$ cat src/rtl/rxcs_pkg.sv
package rxcs_pkg;
  localparam int unsigned NPROTO = 3;
  localparam int unsigned POL_W  = NPROTO + 1;
  localparam int unsigned MASTER_BIT = 0;

  typedef logic [NPROTO-1:0] proto_vec_t;
  typedef logic [POL_W-1:0]  pol_t;

  typedef struct packed {
    logic       reject;
    proto_vec_t cause;
    proto_vec_t seen;
    proto_vec_t err;
  } verdict_t;
endpackage

$ cat src/rtl/rxcs_policy_reg.sv
module rxcs_policy_reg
  import rxcs_pkg::*;
(
  input  logic clk,
  input  logic rst_n,
  input  logic soft_rst,
  input  logic wr,
  input  pol_t wdata,
  output pol_t q
);
  always_ff @(posedge clk or negedge rst_n) begin
    if (!rst_n)        q <= '0;
    else if (soft_rst) q <= '0;
    else if (wr)       q <= wdata;
  end

  assert_soft_clear_R2: assert property (@(posedge clk) disable iff (!rst_n)
    soft_rst |=> (q == '0));
  assert_write_R11: assert property (@(posedge clk) disable iff (!rst_n)
    (wr && !soft_rst) |=> (q == $past(wdata)));
endmodule

$ cat src/rtl/rxcs_proto_eval.sv
module rxcs_proto_eval
  import rxcs_pkg::*;
(
  input  pol_t       pol,
  input  proto_vec_t hdr_seen,
  input  proto_vec_t csum_bad,
  output verdict_t   v
);
  logic master;
  assign master = pol[MASTER_BIT];

  for (genvar i = 0; i < NPROTO; i++) begin : g_proto
    logic seen_i, err_i;
    assign seen_i     = master & hdr_seen[i];
    assign err_i      = seen_i & csum_bad[i];
    assign v.seen[i]  = seen_i;
    assign v.err[i]   = err_i;
    assign v.cause[i] = err_i & pol[i+1];
  end

  assign v.reject = |v.cause;

  always_comb begin
    assert_absent_R8: assert ((v.err & ~hdr_seen) == '0);
  end
endmodule

$ cat src/rtl/rxcs_verdict_reg.sv
module rxcs_verdict_reg
  import rxcs_pkg::*;
(
  input  logic     clk,
  input  logic     rst_n,
  input  logic     eop_valid,
  input  verdict_t d,
  output logic     valid,
  output verdict_t q
);
  always_ff @(posedge clk or negedge rst_n) begin
    if (!rst_n) begin
      valid <= 1'b0;
      q     <= '0;
    end else begin
      valid <= eop_valid;
      q     <= eop_valid ? d : '0;
    end
  end

  assert_pulse_R3: assert property (@(posedge clk) disable iff (!rst_n)
    eop_valid |=> valid);
  assert_no_spurious_R3: assert property (@(posedge clk) disable iff (!rst_n)
    !eop_valid |=> !valid);
  assert_idle_zero_R12: assert property (@(posedge clk) disable iff (!rst_n)
    !valid |-> (q == '0));
endmodule

$ cat src/rtl/rx_csum_verdict.sv
module rx_csum_verdict
  import rxcs_pkg::*;
(
  input  logic              clk,
  input  logic              rst_n,
  input  logic              soft_rst,
  input  logic              pol_wr,
  input  logic [POL_W-1:0]  pol_wdata,
  output logic [POL_W-1:0]  pol_rdata,
  input  logic              eop_valid,
  input  logic [NPROTO-1:0] hdr_seen,
  input  logic [NPROTO-1:0] csum_bad,
  output logic              vrd_valid,
  output logic              vrd_reject,
  output logic [NPROTO-1:0] vrd_cause,
  output logic [NPROTO-1:0] vrd_seen,
  output logic [NPROTO-1:0] vrd_err
);
  pol_t     pol;
  verdict_t v_d, v_q;

  rxcs_policy_reg u_pol (
    .clk(clk), .rst_n(rst_n), .soft_rst(soft_rst),
    .wr(pol_wr), .wdata(pol_wdata), .q(pol)
  );

  rxcs_proto_eval u_eval (
    .pol(pol), .hdr_seen(hdr_seen), .csum_bad(csum_bad), .v(v_d)
  );

  rxcs_verdict_reg u_vrd (
    .clk(clk), .rst_n(rst_n), .eop_valid(eop_valid), .d(v_d),
    .valid(vrd_valid), .q(v_q)
  );

  assign pol_rdata  = pol;
  assign vrd_reject = v_q.reject;
  assign vrd_cause  = v_q.cause;
  assign vrd_seen   = v_q.seen;
  assign vrd_err    = v_q.err;

  assert_master_off_R4: assert property (@(posedge clk) disable iff (!rst_n)
    (eop_valid && !pol[MASTER_BIT]) |=> (!vrd_reject && vrd_seen == '0 && vrd_err == '0));
  assert_cause_or_R10: assert property (@(posedge clk) disable iff (!rst_n)
    vrd_valid |-> (vrd_reject == (vrd_cause != '0)));
  assert_cause_subset_R9: assert property (@(posedge clk) disable iff (!rst_n)
    vrd_valid |-> ((vrd_cause & ~vrd_err) == '0 && (vrd_err & ~vrd_seen) == '0));
endmodule

$ cat config.mk
export PLATFORM = sky130hd
export DESIGN_NAME = rx_csum_verdict
export DESIGN_NICKNAME = d
export VERILOG_FILES = /design/src/rtl/rxcs_pkg.sv /design/src/rtl/rxcs_policy_reg.sv /design/src/rtl/rxcs_proto_eval.sv /design/src/rtl/rxcs_verdict_reg.sv /design/src/rtl/rx_csum_verdict.sv
export SDC_FILE = /design/constraint.sdc
export NUM_CORES = 1
export LEC_CHECK = 0
export ABC_CLOCK_PERIOD_IN_PS = 1900
export BUFFER_PORTS_ARGS = -buffer_cell sky130_fd_sc_hd__buf_2
export CORE_AREA = 2 2 39 41
export CTS_BUF_LIST = sky130_fd_sc_hd__clkbuf_4
export CTS_CLUSTER_DIAMETER = 40
export CTS_CLUSTER_SIZE = 20
export DETAILED_ROUTE_END_ITERATION = 7
export DIE_AREA = 0 0 41 43
export HOLD_SLACK_MARGIN = 0.08
export PLACE_DENSITY = 0.72
export SYNTH_ARGS = -nofsm -noshare
export SYNTH_HDL_FRONTEND = slang
export SYNTH_SLANG_ARGS = --single-unit
$ cat constraint.sdc
create_clock -name clk -period 1.9 [get_ports clk]
set_clock_uncertainty 0.1 [all_clocks]
set_input_delay 0 -clock clk [delete_from_list [all_inputs] [get_ports clk]]
set_output_delay 0 -clock clk [all_outputs]
set_load 0.005 [all_outputs]
==> impl_metrics.yaml, run 1 <==
run_status:
  outcome: "finished clean"
detailed_routing:
  dr.first_iter.drc_count: 7
  drt_first_pass_iters: 3
  drc: 0
  wl_um: 1247
  wl_per_cell_um: 12.35
  vias_per_cell: 4.614
  ant_nets: 0
  vias: 466
die:
  die_x_um: 41
  die_area_um2: 1763
  rows: 14
  io_pins: 30
  coreArea_um2: 1384
  die_height_um: 43
  start_util_pct: 37.52
place:
  dp.cells: 78
  pre_cts_ws_ns: 0.5452
  portBuffers: 29
  gp_congestion: 0.6728
clocking:
  clkLatencyLatePin_ns: 0.28
  cts_buffers: 3
  post_cts_buffers: 0
  path_clk_slew_ns: 0.08
  cts.sinks: 15
  htreeDepth: 1
  clock-root-buffer: "clkbuf_4"
  cts_tree: "built"
  clockBufferDepth: 2
sta:
  report.final.slew_viol_count: 0
  clock.fmax_mhz: 627.5
  setup_violations: 0
  tightest_slew_ns: 0.6448
  hold_violations: 0
  max_slew_margin_pct: 56.87
  min_period_over_period_pct: 83.88
  rsz0062_at_grt: "no"
  tns_ns: 0
  finalWorstSetupSlack_ns: 0.3064
  period_needed_ns: 1.594
worst_setup_path:
  crit_type: "reg -> reg"
  cpPeakStageDelay_ns: 0.55
  cp.required_ns: 1.97
  worst_setup_path_start_kind: "flop"
  crit_path_end_kind: "flop"
  arrival_ns: 1.66
  cp_slowest_cell: "dlygate4sd3_1"
  path_max_fanout: 6
  path_cells: "and3_2 -> and2_1 -> dlygate4sd3_1"
layout:
  fin_nets: 101
  num-fill-cells: 108
  area_delta_synth_final_pct: 73.49
  drive_gt1_share_pct: 45.88
  antennaDiodeCount: 0
  final_common_cell: "buf_2"
  postLayoutCoreUtil_pct: 65.10
  layout_common_cells: "29 x buf_2, 19 x dlygate4sd3_1, 15 x dfrtp_1"
  fin_cells: 101
job:
  maxCapViolations: 0
grt:
  grt_pass1_vias: 447
  grt_pass1_wl_um: 1932
  grt_max_degree: 16
  antenna_found_initial: 0
  grt.total_usage_pct: 17.51
  grt-ovfl-total: 0
pwr:
  ir_drop_mv: 0.5022
  power_density_nw_per_um2: 661.5
  p_leak_nw: 0.5143
synth:
  yosysWarnings: 0
  synth-seq-cells: 15
  yosys.cell_types.count: 10
  syn_nets: 49
  syn_avg_cell_area_um2: 15.27
  synth_cells: 34
  syn_area_um2: 519.2
  ys_seq_area_share_pct: 72.29
worst_hold_path:
  hold_path.class: "in -> reg"
[layer usage]
layer  GRT usage, %  up-vias  part of all wire [%]
li1               -      218                     -
met1          17.83      224                    34
met2          29.69       22                    58
met3          3.141        2                   6.6
met4          12.00        0                  0.80
met5              0        -                     0
[registers in the layout, indices dropped and copies added (netlist names)]
register     cells
u_pol.q          4
u_vrd.q         10
u_vrd.valid      1
[layout make-up]
class	count	area [um^2]	share of cell area, %
Clock buffer	4	30.03	3.333
Tap cell	16	20.02	2.222
Multi-Input combinational cell	18	140.1	15.56
Timing Repair Buffer	48	335.3	37.22
Sequential cell	15	375.4	41.67
[worst max-delay path: cells and delay by family, from the launching register on]
family,cells,cell delay (ns)
buffers and inverters,1,0.55
flip-flops,1,0.44
AND/OR/NAND/NOR,2,0.40
[synthesized netlist by cell type]
cell type / instances / share of area (%)
and3_4: 3 / 6.5
dfrtp_1: 15 / 72
and4_1: 1 / 1.7
or3_1: 1 / 1.2
mux2i_1: 4 / 7.7
and3_2: 2 / 2.9
nor2_1: 4 / 2.9
and2_1: 2 / 2.4
clkbuf_1: 1 / 0.72
and2_4: 1 / 1.7
[where the power goes]
part / switching [mW] / leakage [nW] / internal [mW]
clock: 0.0914 / 0.0184 / 0.0957
sequential: 0.00579 / 0.204 / 0.327
combinational: 0.0270 / 0.292 / 0.0486
total: 0.124 / 0.514 / 0.472
[path summary, 6_finish.rpt]
| check | startpoint | end | slack, ns | depth (start not counted) |
|---|---|---|---|---|
| worst min register to register | u_pol.q[1]$_DFFE_PN0P_ | u_vrd.q[6]$_DFF_PN0_ | 0.46 | 1 |
| worst max-delay path | u_pol.q[0]$_DFFE_PN0P_ | u_vrd.q[2]$_DFF_PN0_ | 0.31 | 3 |
| min in group asynchronous | rst_n | u_vrd.q[0]$_DFF_PN0_ | 0.70 | 3 |
| worst max register to register | u_pol.q[0]$_DFFE_PN0P_ | u_vrd.q[2]$_DFF_PN0_ | 0.31 | 3 |
| max in group asynchronous | rst_n | u_vrd.q[6]$_DFF_PN0_ | 0.58 | 3 |
| worst min-delay path | eop_valid | u_vrd.valid$_DFF_PN0_ | 0.32 | 2 |
[kinds of logic (layout without fill, tap and decap cells)]
family / count (synthesis) / in the layout / share of synthesized area, %
DFF: 15 / 15 / 72.29
and+or+nand+nor: 14 / 14 / 19.28
buffers and inverters: 1 / 52 / 0.7222
muxes: 4 / 4 / 7.711
[what timing repair did]
action | in CTS | in global routing
endpoints found under the hold margin | 30 | 0
resized for setup | 0 | 0
hold buffers | 19 | 0
[metrics by stage]
stage	power (mW)	hold slack, ns	cell area, um^2
floorplan	0.3520	-0.3956	519.2
CTS	0.6019	0.3103	900.9
global placement	0.3829	-0.1891	680.7
detailed placement	0.3836	-0.1881	680.7
global route	0.6249	0.3172	900.9
finish	0.5959	0.3209	900.9
(Power assumes the default switching activity.)
==> inputs of run 2 (changes only) <==
Settings changed: ABC_CLOCK_PERIOD_IN_PS 1900 to 1400, CORE_AREA 2 2 39 41 to unset, CORE_UTILIZATION set to 39, DIE_AREA 0 0 41 43 to unset, PLACE_DENSITY 0.72 to 0.75.
Clock period 1.9 ns to 1.4 ns, I/O delays scaled along.
==> run 2 against run 1 <==
Against the previous run:
- routed wire length is 15% lower
- combinational power is 34% higher
- via count is 7.5% lower
- largest cell class unchanged
- global-route usage is 0.17 points higher
- sequential cell count stayed put
- sequential share of layout area is 0.89 points higher
- largest power group unchanged
==> impl_metrics.yaml, run 2 (synthesized netlist as in run 1, its figures left out) <==
sta:
  holdWs_ns: 0.3256
  max_slew_margin_pct: 78.70
  clock.fmax_mhz: 748.6
  setup_violations: 0
  min_period_over_period_pct: 95.42
  tns_ns: 0
  tightest_slew_ns: 0.3195
  rsz0062_at_grt: "no"
  report.final.slew_viol_count: 0
  hold_violations: 0
  period_needed_ns: 1.336
layout:
  drive_gt1_share_pct: 46.99
  layout_common_cells: "29 x buf_2, 17 x dlygate4sd3_1, 15 x dfrtp_1"
  postLayoutCoreUtil_pct: 75.32
  multi_input_area_um2: 143.9
  area_delta_synth_final_pct: 69.88
  num-fill-cells: 78
  reg_top3: "u_vrd.q (10), u_pol.q (4), u_vrd.valid (1)"
  largest_reg_flops: 10
  ff_latch_area_um2: 375.4
  top_register: "u_vrd.q"
  final_common_cell: "buf_2"
  antennaDiodeCount: 0
  fin_nets: 99
clocking:
  cts_buffers: 3
  clockBufferDepth: 2
  post_cts_buffers: 0
  htreeDepth: 1
  cts.sinks: 15
  path_clk_slew_ns: 0.08
  clkLatencyLatePin_ns: 0.26
  clock-root-buffer: "clkbuf_4"
  cts_tree: "built"
worst_setup_path:
  reg2reg_to: "u_vrd.q[9]$_DFF_PN0_"
  worst_setup_path_start_kind: "flop"
  cpPeakStageDelay_ns: 0.43
  crit_family: "simple AND/OR/NAND/NOR gates"
  reg2reg_slack_ns: 0.06
  cp_slowest_cell: "dfrtp_1"
  crit_path_end_kind: "flop"
  cp.required_ns: 1.45
  crit_buf_inv: 0
  crit_type: "reg -> reg"
  reg2reg_depth: 3
  worstSetupStartpoint: "u_pol.q[0]$_DFFE_PN0P_"
  path_cells: "and4_1 -> and2_4 -> or3_1"
  path_max_fanout: 6
  arrival_ns: 1.38
  r2r_start: "u_pol.q[0]$_DFFE_PN0P_"
pwr:
  switching_power_uw: 162.0
  p_comb_share_pct: 12.7
  p_leak_nw: 0.4983
  power.share.clock_pct: 30.9
  power_density_nw_per_um2: 906.9
  swShare_pct: 20.25
  ir_drop_mv: 0.7671
  seqPwrFrac_pct: 56.4
  power.total_uw: 800.0
  p_int_uw: 638.0
die:
  rows: 12
  io_pins: 30
  coreArea_um2: 1171
  die_height_um: 38.49
  die_area_um2: 1481
  start_util_pct: 44.34
  die_x_um: 38.49
grt:
  grt_pass1_vias: 409
  grt-ovfl-total: 0
  grt_max_degree: 16
  grt_pass1_wl_um: 1745
  antenna_found_initial: 0
  grt.total_usage_pct: 17.68
worst_hold_path:
  hold_path.class: "in -> reg"
  hold_depth: 2
  hp-start: "eop_valid"
  hold_end: "u_vrd.valid$_DFF_PN0_"
job:
  maxCapViolations: 0
detailed_routing:
  dr.first_iter.drc_count: 1
  wl_per_cell_um: 10.95
  vias: 431
  drt_first_pass_iters: 2
  vias_per_cell: 4.443
  wl_um: 1062
  ant_nets: 0
  drc: 0
run_status:
  outcome: "finished clean"
place:
  portBuffers: 29
  gp_congestion: 0.7499
==> run 2: cell count changes in the layout (fill, tap and decap cells not counted) <==
cell	before	now
and3_4	3	4
dlygate4sd3_1	19	17
and3_2	2	1
==> run 2: how the worst max path moves through the flow <==
| stage | endpoint | cells past startpoint |
|---|---|---|
| after global routing | u_vrd.q[9]$_DFF_PN0_ | 3 |
| after detailed placement | u_vrd.q[9]$_DFF_PN0_ | 3 |
| after global placement | u_vrd.q[9]$_DFF_PN0_ | 3 |
| final | u_vrd.q[9]$_DFF_PN0_ | 3 |
| after CTS | u_vrd.q[9]$_DFF_PN0_ | 3 |
| after floorplan | u_vrd.q[9]$_DFF_PN0_ | 3 |
==> run 2: final cells by class <==
type,count,share of cell area (%)
clock buffers,4,3.404
multi-input cells,18,16.31
flip-flops and latches,15,42.55
well taps,14,1.986
repair buffers,46,35.74
==> run 2: stage by stage <==
stage                     cell area, um^2  instances  worst slack, ns
after global placement              678.2         76          0.07429
final                               882.1         97          0.06411
after global routing                882.1         97         0.002825
after floorplan                     519.2         34          0.07770
after CTS                           878.3         97          0.02306
after detailed placement            678.2         76          0.03820
==> run 2: power by group through the flow <==
stage	Clock, mW	Sequential, mW	Combinational, mW
after floorplan	0	0.461	0.0167
after global placement	0	0.460	0.0600
after detailed placement	0	0.460	0.0610
after CTS	0.255	0.452	0.100
after global routing	0.283	0.453	0.112
final	0.247	0.452	0.101
==> run 2: layer usage <==
metal	share of wire (%)	track usage, %	vias to the layer above
li1	-	-	213
met1	40	19.54	196
met2	53	33.33	20
met3	6.2	3.488	2
met4	0.66	5.172	0
met5	0	0	-
==> run 2: repair_timing <==
| item | CTS | global route |
|---|---|---|
| resized for setup | 0 | 1 |
| hold buffers | 17 | 2 |
| endpoints found under the setup margin | 0 | 3 |
| endpoints found under the hold margin | 30 | 2 |
